File: config.mk
export PLATFORM = sky130hd
export DESIGN_NAME = dma_launch_ctrl
export DESIGN_NICKNAME = d
export VERILOG_FILES = /design/src/rtl/dlc_pkg.sv /design/src/rtl/dlc_chan_slot.sv /design/src/rtl/dlc_global_regs.sv /design/src/rtl/dlc_pend_queue.sv /design/src/rtl/dma_launch_ctrl.sv
export SDC_FILE = /design/constraint.sdc
export NUM_CORES = 1
export LEC_CHECK = 0
export BUFFER_PORTS_ARGS = -buffer_cell sky130_fd_sc_hd__buf_2
export CAP_MARGIN = 20
export CORE_AREA = 2 2 169 295
export CTS_BUF_LIST = sky130_fd_sc_hd__clkbuf_8
export DETAILED_ROUTE_END_ITERATION = 7
export DIE_AREA = 0 0 171 297
export PLACE_DENSITY_LB_ADDON = 0.25
export REMOVE_ABC_BUFFERS = 1
export SETUP_SLACK_MARGIN = 0.1
export SYNTH_ARGS = -nofsm -noshare
export SYNTH_HDL_FRONTEND = slang
export SYNTH_SLANG_ARGS = --single-unit
File: constraint.sdc
create_clock -name clk -period 3.02 [get_ports clk]
set_clock_uncertainty 0.1 [all_clocks]
set_input_delay 0 -clock clk [delete_from_list [all_inputs] [get_ports clk]]
set_output_delay 0 -clock clk [all_outputs]
set_load 0.01 [all_outputs]
File: src/rtl/dlc_pkg.sv
package dlc_pkg;
  localparam int WORD_W      = 32;
  localparam int HALF_W      = 16;
  localparam int START_BIT   = 8;
  localparam int ENABLE_BIT  = 0;
  localparam int SUSPEND_BIT = 16;
  localparam int MASK_W      = 32;
  localparam int PAIR_A_CH   = 1;
  localparam int PAIR_A_POS  = 10;
  localparam int PAIR_B_CH   = 2;
  localparam int PAIR_B_POS  = 11;

  typedef logic [WORD_W-1:0] word_t;

  typedef struct packed {
    logic enabled;
    logic suspended;
  } gate_t;

  // Suspended write: new low half, old tag half.
  function automatic word_t keep_tag(word_t cur, word_t wr);
    return {cur[WORD_W-1:HALF_W], wr[HALF_W-1:0]};
  endfunction

  // Running, not suspended: only the start bit may fall.
  function automatic word_t drop_start(word_t cur);
    word_t r;
    r = cur;
    r[START_BIT] = 1'b0;
    return r;
  endfunction

  // Positions cleared when channel ch is stopped.
  function automatic logic [MASK_W-1:0] stop_mask(int ch);
    logic [MASK_W-1:0] m;
    m = '0;
    m[ch] = 1'b1;
    if (ch == PAIR_A_CH) m[PAIR_A_POS] = 1'b1;
    if (ch == PAIR_B_CH) m[PAIR_B_POS] = 1'b1;
    return m;
  endfunction

  function automatic logic may_run(gate_t g);
    return g.enabled && !g.suspended;
  endfunction
endpackage

File: src/rtl/dlc_chan_slot.sv
module dlc_chan_slot
  import dlc_pkg::*;
(
  input  logic  clk,
  input  logic  rst_n,
  input  logic  sel,
  input  word_t wr_data,
  input  gate_t gate,
  output word_t word,
  output logic  start_now,
  output logic  queue_req,
  output logic  stop_now
);
  word_t word_q, word_d;
  logic  active;
  logic  wr_start;

  assign active   = word_q[START_BIT];
  assign wr_start = wr_data[START_BIT];
  assign word     = word_q;

  always_comb begin
    word_d    = word_q;
    start_now = 1'b0;
    queue_req = 1'b0;
    stop_now  = 1'b0;
    if (sel) begin
      if (!active) begin
        word_d = wr_data;
        if (wr_start) begin
          if (may_run(gate)) start_now = 1'b1;
          else               queue_req = 1'b1;
        end
      end else if (gate.suspended) begin
        word_d   = keep_tag(word_q, wr_data);
        stop_now = !wr_start;
      end else if (!wr_start) begin
        word_d   = drop_start(word_q);
        stop_now = 1'b1;
      end
    end
  end

  always_ff @(posedge clk or negedge rst_n) begin
    if (!rst_n) word_q <= '0;
    else        word_q <= word_d;
  end
endmodule

File: src/rtl/dlc_global_regs.sv
module dlc_global_regs
  import dlc_pkg::*;
(
  input  logic  clk,
  input  logic  rst_n,
  input  logic  sel_ctrl,
  input  logic  sel_gate,
  input  word_t wr_data,
  output word_t ctrl_word,
  output word_t gate_word,
  output gate_t gate_now,
  output gate_t gate_next,
  output logic  replay_evt
);
  word_t ctrl_q, gate_q;
  logic  en_rise, susp_fall;

  assign ctrl_word = ctrl_q;
  assign gate_word = gate_q;

  assign gate_now.enabled   = ctrl_q[ENABLE_BIT];
  assign gate_now.suspended = gate_q[SUSPEND_BIT];

  assign gate_next.enabled   = sel_ctrl ? wr_data[ENABLE_BIT]  : ctrl_q[ENABLE_BIT];
  assign gate_next.suspended = sel_gate ? wr_data[SUSPEND_BIT] : gate_q[SUSPEND_BIT];

  assign en_rise    = sel_ctrl && !ctrl_q[ENABLE_BIT] && wr_data[ENABLE_BIT];
  assign susp_fall  = sel_gate && gate_q[SUSPEND_BIT] && !wr_data[SUSPEND_BIT];
  assign replay_evt = en_rise || susp_fall;

  always_ff @(posedge clk or negedge rst_n) begin
    if (!rst_n) begin
      ctrl_q <= '0;
      gate_q <= '0;
    end else begin
      if (sel_ctrl) ctrl_q <= wr_data;
      if (sel_gate) gate_q <= wr_data;
    end
  end
endmodule

File: src/rtl/dlc_pend_queue.sv
module dlc_pend_queue
  import dlc_pkg::*;
#(
  parameter int NCH = 10,
  parameter int QW  = 16
) (
  input  logic           clk,
  input  logic           rst_n,
  input  logic [NCH-1:0] set_vec,
  input  logic [QW-1:0]  clr_mask,
  input  logic           replay_evt,
  input  gate_t          gate_next,
  input  logic [NCH-1:0] chan_active,
  output logic [QW-1:0]  pend,
  output logic [NCH-1:0] replay_vec
);
  logic [QW-1:0] pend_q, set_w, rep_w;

  assign pend = pend_q;

  for (genvar i = 0; i < NCH; i++) begin : g_rep
    assign replay_vec[i] = replay_evt && may_run(gate_next) && pend_q[i] && chan_active[i];
  end

  always_comb begin
    set_w = '0;
    rep_w = '0;
    set_w[NCH-1:0] = set_vec;
    rep_w[NCH-1:0] = replay_vec;
  end

  always_ff @(posedge clk or negedge rst_n) begin
    if (!rst_n) pend_q <= '0;
    else        pend_q <= (pend_q | set_w) & ~clr_mask & ~rep_w;
  end
endmodule

File: src/rtl/dma_launch_ctrl.sv
module dma_launch_ctrl
  import dlc_pkg::*;
#(
  parameter int NCH    = 10,
  parameter int QW     = 16,
  parameter int ADDR_W = 4
) (
  input  logic              clk,
  input  logic              rst_n,
  input  logic              wr_en,
  input  logic [ADDR_W-1:0] wr_addr,
  input  logic [31:0]       wr_data,
  input  logic [ADDR_W-1:0] rd_addr,
  output logic [31:0]       rd_data,
  output logic [NCH-1:0]    start_pulse,
  output logic [QW-1:0]     irq_clr
);
  localparam logic [ADDR_W-1:0] CTRL_ADDR = ADDR_W'(NCH);
  localparam logic [ADDR_W-1:0] GATE_ADDR = ADDR_W'(NCH + 1);

  logic [NCH-1:0][WORD_W-1:0] chan_word;
  logic [NCH-1:0] start_now, queue_req, stop_now, chan_active, replay_vec;
  logic [QW-1:0]  clr_mask, pend;
  word_t          ctrl_word, gate_word;
  gate_t          gate_now, gate_next;
  logic           replay_evt;
  logic           en_now, susp_now;
  logic [NCH-1:0] start_q;
  logic [QW-1:0]  clr_q;

  assign en_now   = gate_now.enabled;
  assign susp_now = gate_now.suspended;

  for (genvar i = 0; i < NCH; i++) begin : g_chan
    logic sel;
    assign sel            = wr_en && (wr_addr == ADDR_W'(i));
    assign chan_active[i] = chan_word[i][START_BIT];
    dlc_chan_slot u_slot (
      .clk       (clk),
      .rst_n     (rst_n),
      .sel       (sel),
      .wr_data   (wr_data),
      .gate      (gate_now),
      .word      (chan_word[i]),
      .start_now (start_now[i]),
      .queue_req (queue_req[i]),
      .stop_now  (stop_now[i])
    );
  end

  dlc_global_regs u_glob (
    .clk        (clk),
    .rst_n      (rst_n),
    .sel_ctrl   (wr_en && wr_addr == CTRL_ADDR),
    .sel_gate   (wr_en && wr_addr == GATE_ADDR),
    .wr_data    (wr_data),
    .ctrl_word  (ctrl_word),
    .gate_word  (gate_word),
    .gate_now   (gate_now),
    .gate_next  (gate_next),
    .replay_evt (replay_evt)
  );

  always_comb begin
    clr_mask = '0;
    for (int i = 0; i < NCH; i++) begin
      if (stop_now[i]) clr_mask = clr_mask | QW'(stop_mask(i));
    end
  end

  dlc_pend_queue #(.NCH(NCH), .QW(QW)) u_queue (
    .clk         (clk),
    .rst_n       (rst_n),
    .set_vec     (queue_req),
    .clr_mask    (clr_mask),
    .replay_evt  (replay_evt),
    .gate_next   (gate_next),
    .chan_active (chan_active),
    .pend        (pend),
    .replay_vec  (replay_vec)
  );

  always_ff @(posedge clk or negedge rst_n) begin
    if (!rst_n) begin
      start_q <= '0;
      clr_q   <= '0;
    end else begin
      start_q <= start_now | replay_vec;
      clr_q   <= clr_mask;
    end
  end

  assign start_pulse = start_q;
  assign irq_clr     = clr_q;

  always_comb begin
    rd_data = '0;
    for (int i = 0; i < NCH; i++) begin
      if (rd_addr == ADDR_W'(i)) rd_data = chan_word[i];
    end
    if (rd_addr == CTRL_ADDR) rd_data = ctrl_word;
    if (rd_addr == GATE_ADDR) rd_data = gate_word;
  end
endmodule

* After elaboration in Yosys (flattened, before gate mapping) *
Index checks and enable logic that the tools add are counted.

storage, ports and cells
  register bits after elaboration = 426
  input bits = 43
  output and inout port bits = 58

cells by class
  equality and inequality tests = 32
  mux-type cells = 104
  bitwise gates (word level) = 18
  reduce and logical (&&, ||, !) cells = 67

operator list
  kind                count
  $mux 32             23
  $mux 1              71
  $reduce_and 2->1    20
  $logic_and 1x1->1   39
  $and 16x16->16      2
  $eq 4x3->1 const B  8
  $eq 4x4->1 const B  8
  $mux 16             2
  $ne 2x1->1 const B  10
  $mux 9              2
  $eq 4x2->1 const B  4
  $not 10->16         1
  $not 16->16         1
  $or 16x10->16       1
  $or 16x11->16       1
  $or 16x12->16       1
  $mux 10             1
  $not 1->1           10
  $or 10x10->10       1
  $eq 4x1->1 const B  2
  $logic_not 4->1     2
  $mux 8              1
  $mux 7              1
  $mux 6              1
  4 further kinds     8

* Longest topological paths before layout *
  depth in word-level cells = 19
  depth in mapped cells = 9
  depth with buffers taken out = 5

* Hierarchy *
From an unflattened synthesis, not the netlist that was laid out.

second synthesis, totals
  cells, all modules = 1544
  area, all modules = 20718.6 µm²

by module, submodules not included
  module           instances  cells each  area an instance (µm²)
  dlc_chan_slot    10         76          1287.5
  dma_launch_ctrl  1          587         4425.5
  dlc_global_regs  1          142         2705.1
  dlc_pend_queue   1          55          713.2

* Least setup slack after synthesis *
No wires, ideal clock.

  kind = input-to-reg
  start point = in wr_addr[0]
  end point = reg start_q[0], in the netlist start_pulse[0]
  arrival = 1464 ps
  path slack = 1334 ps
  stages on the path = 7
  buffers on the path = 2
  cells stage by stage = buf_4 nand2b_1 nor2_2 mux2_4 a41o_1 buf_2 a32o_1

between the ends
  cells in the longest elaborated chain, start to end = 9

RTL lines
  what                                                          RTL line                                      source
  from (decl)                                                   dma_launch_ctrl.sv:11                         input logic [ADDR_W-1:0] wr_addr,
  $eq 4x4->1, on equally long branches                          dma_launch_ctrl.sv:55, dma_launch_ctrl.sv:54
  $logic_and 1x1->1, on equally long branches                   dma_launch_ctrl.sv:55, dma_launch_ctrl.sv:54
  $mux 1, or another cell as far along                          dlc_global_regs.sv:25                         assign gate_next.suspended = sel_gate ? wr_data[SUSPEND_BIT] : gate_q[SUSPEND_BIT];
  $logic_not 1->1, or another cell as far along                 dlc_pkg.sv:44                                 return g.enabled && !g.suspended;
  $logic_and 1x1->1 / $logic_or 1x1->1 (equally long branches)  dlc_pkg.sv:44, dlc_global_regs.sv:29
  $logic_and 1x1->1 (3 in series)                               dlc_pend_queue.sv:22                          assign replay_vec[i] = replay_evt && may_run(gate_next) && pend_q[i] && chan_active[i];
  $or 10x10->10 *                                               dma_launch_ctrl.sv:88                         start_q <= start_now | replay_vec;
  to (signal assigned)                                          dma_launch_ctrl.sv:88
  to (decl)                                                     dma_launch_ctrl.sv:28                         logic [NCH-1:0] start_q;

Every way passes the cells marked *; elsewhere a longest branch is shown, timed or not.
A chain may end at the register's enable or synchronous reset.

* Worst setup path after layout *
  start point = in wr_addr[2]
  end point = reg start_q[5], in the netlist start_pulse[5]

The elaborated chain is that of the path after synthesis.

==> impl_metrics.env <==
export IMPL_status="completed"
export IMPL_grt_usage_pct=20.9
export IMPL_syn_cell_area_mm2=0.0192
export IMPL_core_mm2=0.0485
export IMPL_cap_violations=0
export IMPL_switchingPower_mw=4.00
export IMPL_clock_latency_ps=630
export IMPL_hold_end="g_chan[9].u_slot.word[25]$_DFFE_PN0P_"
export IMPL_setup_viol=0
export IMPL_areaGrowthSynthToFinish_pct=15.4
export IMPL_syn_avg_cell_area_um2=13.4
export IMPL_top_layer_used="met4"
export IMPL_drt_pass1_iterations=5
export IMPL_reg2reg_from="u_glob.gate_word[16]$_DFFE_PN0N_"
export IMPL_num_rows=107
export IMPL_r2r_cells=4
export IMPL_die_y_um=297
export IMPL_yosys_top_cells_count="414 x dfrtp_1, 399 x mux2_2, 73 x o21ai_0"
export IMPL_routedLengthMet1_um=20900
export IMPL_ios=101
export IMPL_wl_met3_um=1920
export IMPL_postRouteAntennaNets=0
export IMPL_routed_wirelength_um=52200
export IMPL_synth_top_area_share_pct=54.0
export IMPL_timing_rr_end="start_pulse[5]$_DFF_PN0_"
export IMPL_finalSetupTns_ps=0
export IMPL_drv_slew=0
export IMPL_synth_cell_types=59
export IMPL_crit_type="in2reg"
export IMPL_nNetsFinal=1613
export IMPL_crit_fanout=21
export IMPL_synthFlopType="dfrtp_1"
export IMPL_worst_pin_slew_ps=763
export IMPL_final_core_util_pct=45.7
export IMPL_met2_length_um=27600
export IMPL_drt_vias_per_instance=5.52
export IMPL_post_drt_wl_per_cell_um=23.0
export IMPL_synth_top_area_cell="dfrtp_1"
export IMPL_synth_warning_count=0
export IMPL_grt_pass1_wl_um=80800
export IMPL_p_leak_nw=9.69
export IMPL_ir_drop_mv=0.356
export IMPL_io_buffer_count=96
export IMPL_yosysMostFrequentCell="dfrtp_1"
export IMPL_power_density_mw_per_mm2=674
export IMPL_start_util_pct=39.6
export IMPL_grt_pass1_vias=13415
export IMPL_yosys_top_cells_area="dfrtp_1 54%, mux2_2 23%, mux4_2 4.3%"
export IMPL_slew_headroom_pct=49.2
export IMPL_cp_start_kind="input pin"
export IMPL_grt_max_degree=88
export IMPL_synth_edf_count=0
export IMPL_cts_sinks=414
export IMPL_cts_root_buf="clkbuf_8"
export IMPL_async_reset_ff_share_pct=100
export IMPL_min_from="wr_data[25]"
export IMPL_cp_end_kind="flip-flop"
export IMPL_drc=0
export IMPL_drt_initial_drc_count=635
export IMPL_yosysSeqAreaShare_pct=54.0
export IMPL_synthCells=1436
export IMPL_final_area_mm2=0.0221
export IMPL_clockBufferDepth=3
export IMPL_min_path_cells=3
export IMPL_hold_viol_final=0
export IMPL_critPathRequiredTime_ps=3480
export IMPL_power_share_clock_pct=31.3
export IMPL_synth_seq_cells=414
export IMPL_overflow=0
export IMPL_clock_fmax_ghz=0.368
export IMPL_post_cts_setup_buffers=0
export IMPL_hold_path_class="in2reg"
export IMPL_reg2reg_slack_ps=1120
export IMPL_place_hpwl_um=33200
export IMPL_antenna_found_initial=1
export IMPL_design_die_area_mm2=0.0508
export IMPL_cell_internal_pwr_mw=10.9
export IMPL_h_tree_depth=2
export IMPL_tritoncts="done"
export IMPL_power_frac_seq_pct=50.4
export IMPL_vias=12558
export IMPL_worst_endpoint_arrival_ps=3180
export IMPL_rsz0062_at_grt="no"
export IMPL_post_route_min_period_ps=2720
export IMPL_path_clk_slew_ps=70
export IMPL_layout_drive_gt1_share_pct=43.8
export IMPL_pwr_share_comb_pct=18.2
export IMPL_cts_buffers=60
export IMPL_finalCritPeriodShare_pct=89.9
export IMPL_die_x_um=171
export IMPL_ctsResizeCount=0
export IMPL_switching_share_pct=26.8
export IMPL_postPlaceCellArea_mm2=0.0204
export IMPL_ctsHoldBuffers=45
export IMPL_gp_congestion=0.809
-- placed cells by master (no fill, tap or decap), types with 11 or more instances in the layout --
cell type and n:
o21a_1 15, mux4_2 37, o221ai_1 20, mux2_2 399
nand2_1 54, a21oi_1 41, nor3_1 13, inv_1 38
nor2b_1 12, nand3b_1 11, buf_2 93, o21ai_0 73
buf_4 52, clkbuf_8 82, dlygate4sd3_1 45, dfrtp_1 414
mux2i_1 26, a211oi_1 12, nor2_1 12, o22ai_1 27
-- sequential cells by signal, indices dropped and copies added, names as in the netlist --
name / flops
u_glob.ctrl_word: 32
u_queue.pend: 10
start_pulse: 10
irq_clr: 10
u_glob.gate_word: 32
g_chan.u_slot.word: 320
-- cell type report --
cell class	count	area (µm²)
clock buffer	82	1130
tap	654	818
timing repair buffer	199	1470
fill	4513	26300
antenna	1	2.50
clock inverter	30	151
sequential	414	10400
inverter	18	67.6
multi-input combinational	877	8150
-- layer usage --
metal  vias to the layer above  global-route usage (%)
met2                       301                    36.9
met4                         0                    8.25
li1                       5536                       -
met3                       106                    2.75
met1                      6615                    25.5
met5                         -                       0
-- cells by family (layout without fill, tap and decap cells) --
family                 Yosys count  count (layout)  share of synthesized area [%]
muxes                          464             464                           29.3
and+or+nand+nor                161             161                           4.54
buffers and inverters          148             329                           3.67
other                            1               5                         0.0195
DFF                            414             414                           54.0
AOI/OAI and AO/OA              248             248                           8.52
-- power groups by stage --
stage,clock network [mW],logic (mW),registers (mW)
3_5_place_dp,0,2.71,7.63
3_3_place_gp,0,2.63,7.55
5_1_grt,5.05,2.98,7.69
2_1_floorplan,0,1.92,7.39
6_report,4.68,2.72,7.53
4_1_cts,4.81,2.77,7.53
-- worst max-delay path: stages --
cell and delay [ps]:
dlygate4sd3_1 530, buf_2 150, nand3b_1 200, dlygate4sd3_1 640
nor2_4 150, buf_4 390, and3_1 220, a41o_1 590
a32o_1 290
-- per-stage QoR --
step | hold slack [ps] | power [mW] | setup WS (ps) | instances
4_1_cts | 134 | 15.1 | 335 | 2274
3_5_place_dp | -18.4 | 10.3 | 745 | 2117
2_1_floorplan | -396 | 9.31 | 687 | 1309
3_3_place_gp | -14.7 | 10.2 | 760 | 2116
6_report | 166 | 14.9 | 305 | 2275
5_1_grt | 186 | 15.7 | 220 | 2275
-- how the worst max path moves through the flow --
stage | start | endpoint | slack (ps) | cells past startpoint
final | wr_addr[2] | start_pulse[5]$_DFF_PN0_ | 300 | 9
after global routing | wr_addr[2] | start_pulse[5]$_DFF_PN0_ | 220 | 9
after CTS | wr_addr[2] | start_pulse[5]$_DFF_PN0_ | 330 | 9
after detailed placement | rd_addr[2] | rd_data[7] | 750 | 8
after global placement | rd_addr[2] | rd_data[7] | 760 | 8
after floorplan | wr_addr[0] | start_pulse[0]$_DFF_PN0_ | 690 | 5
(Power assumes the default switching activity.)
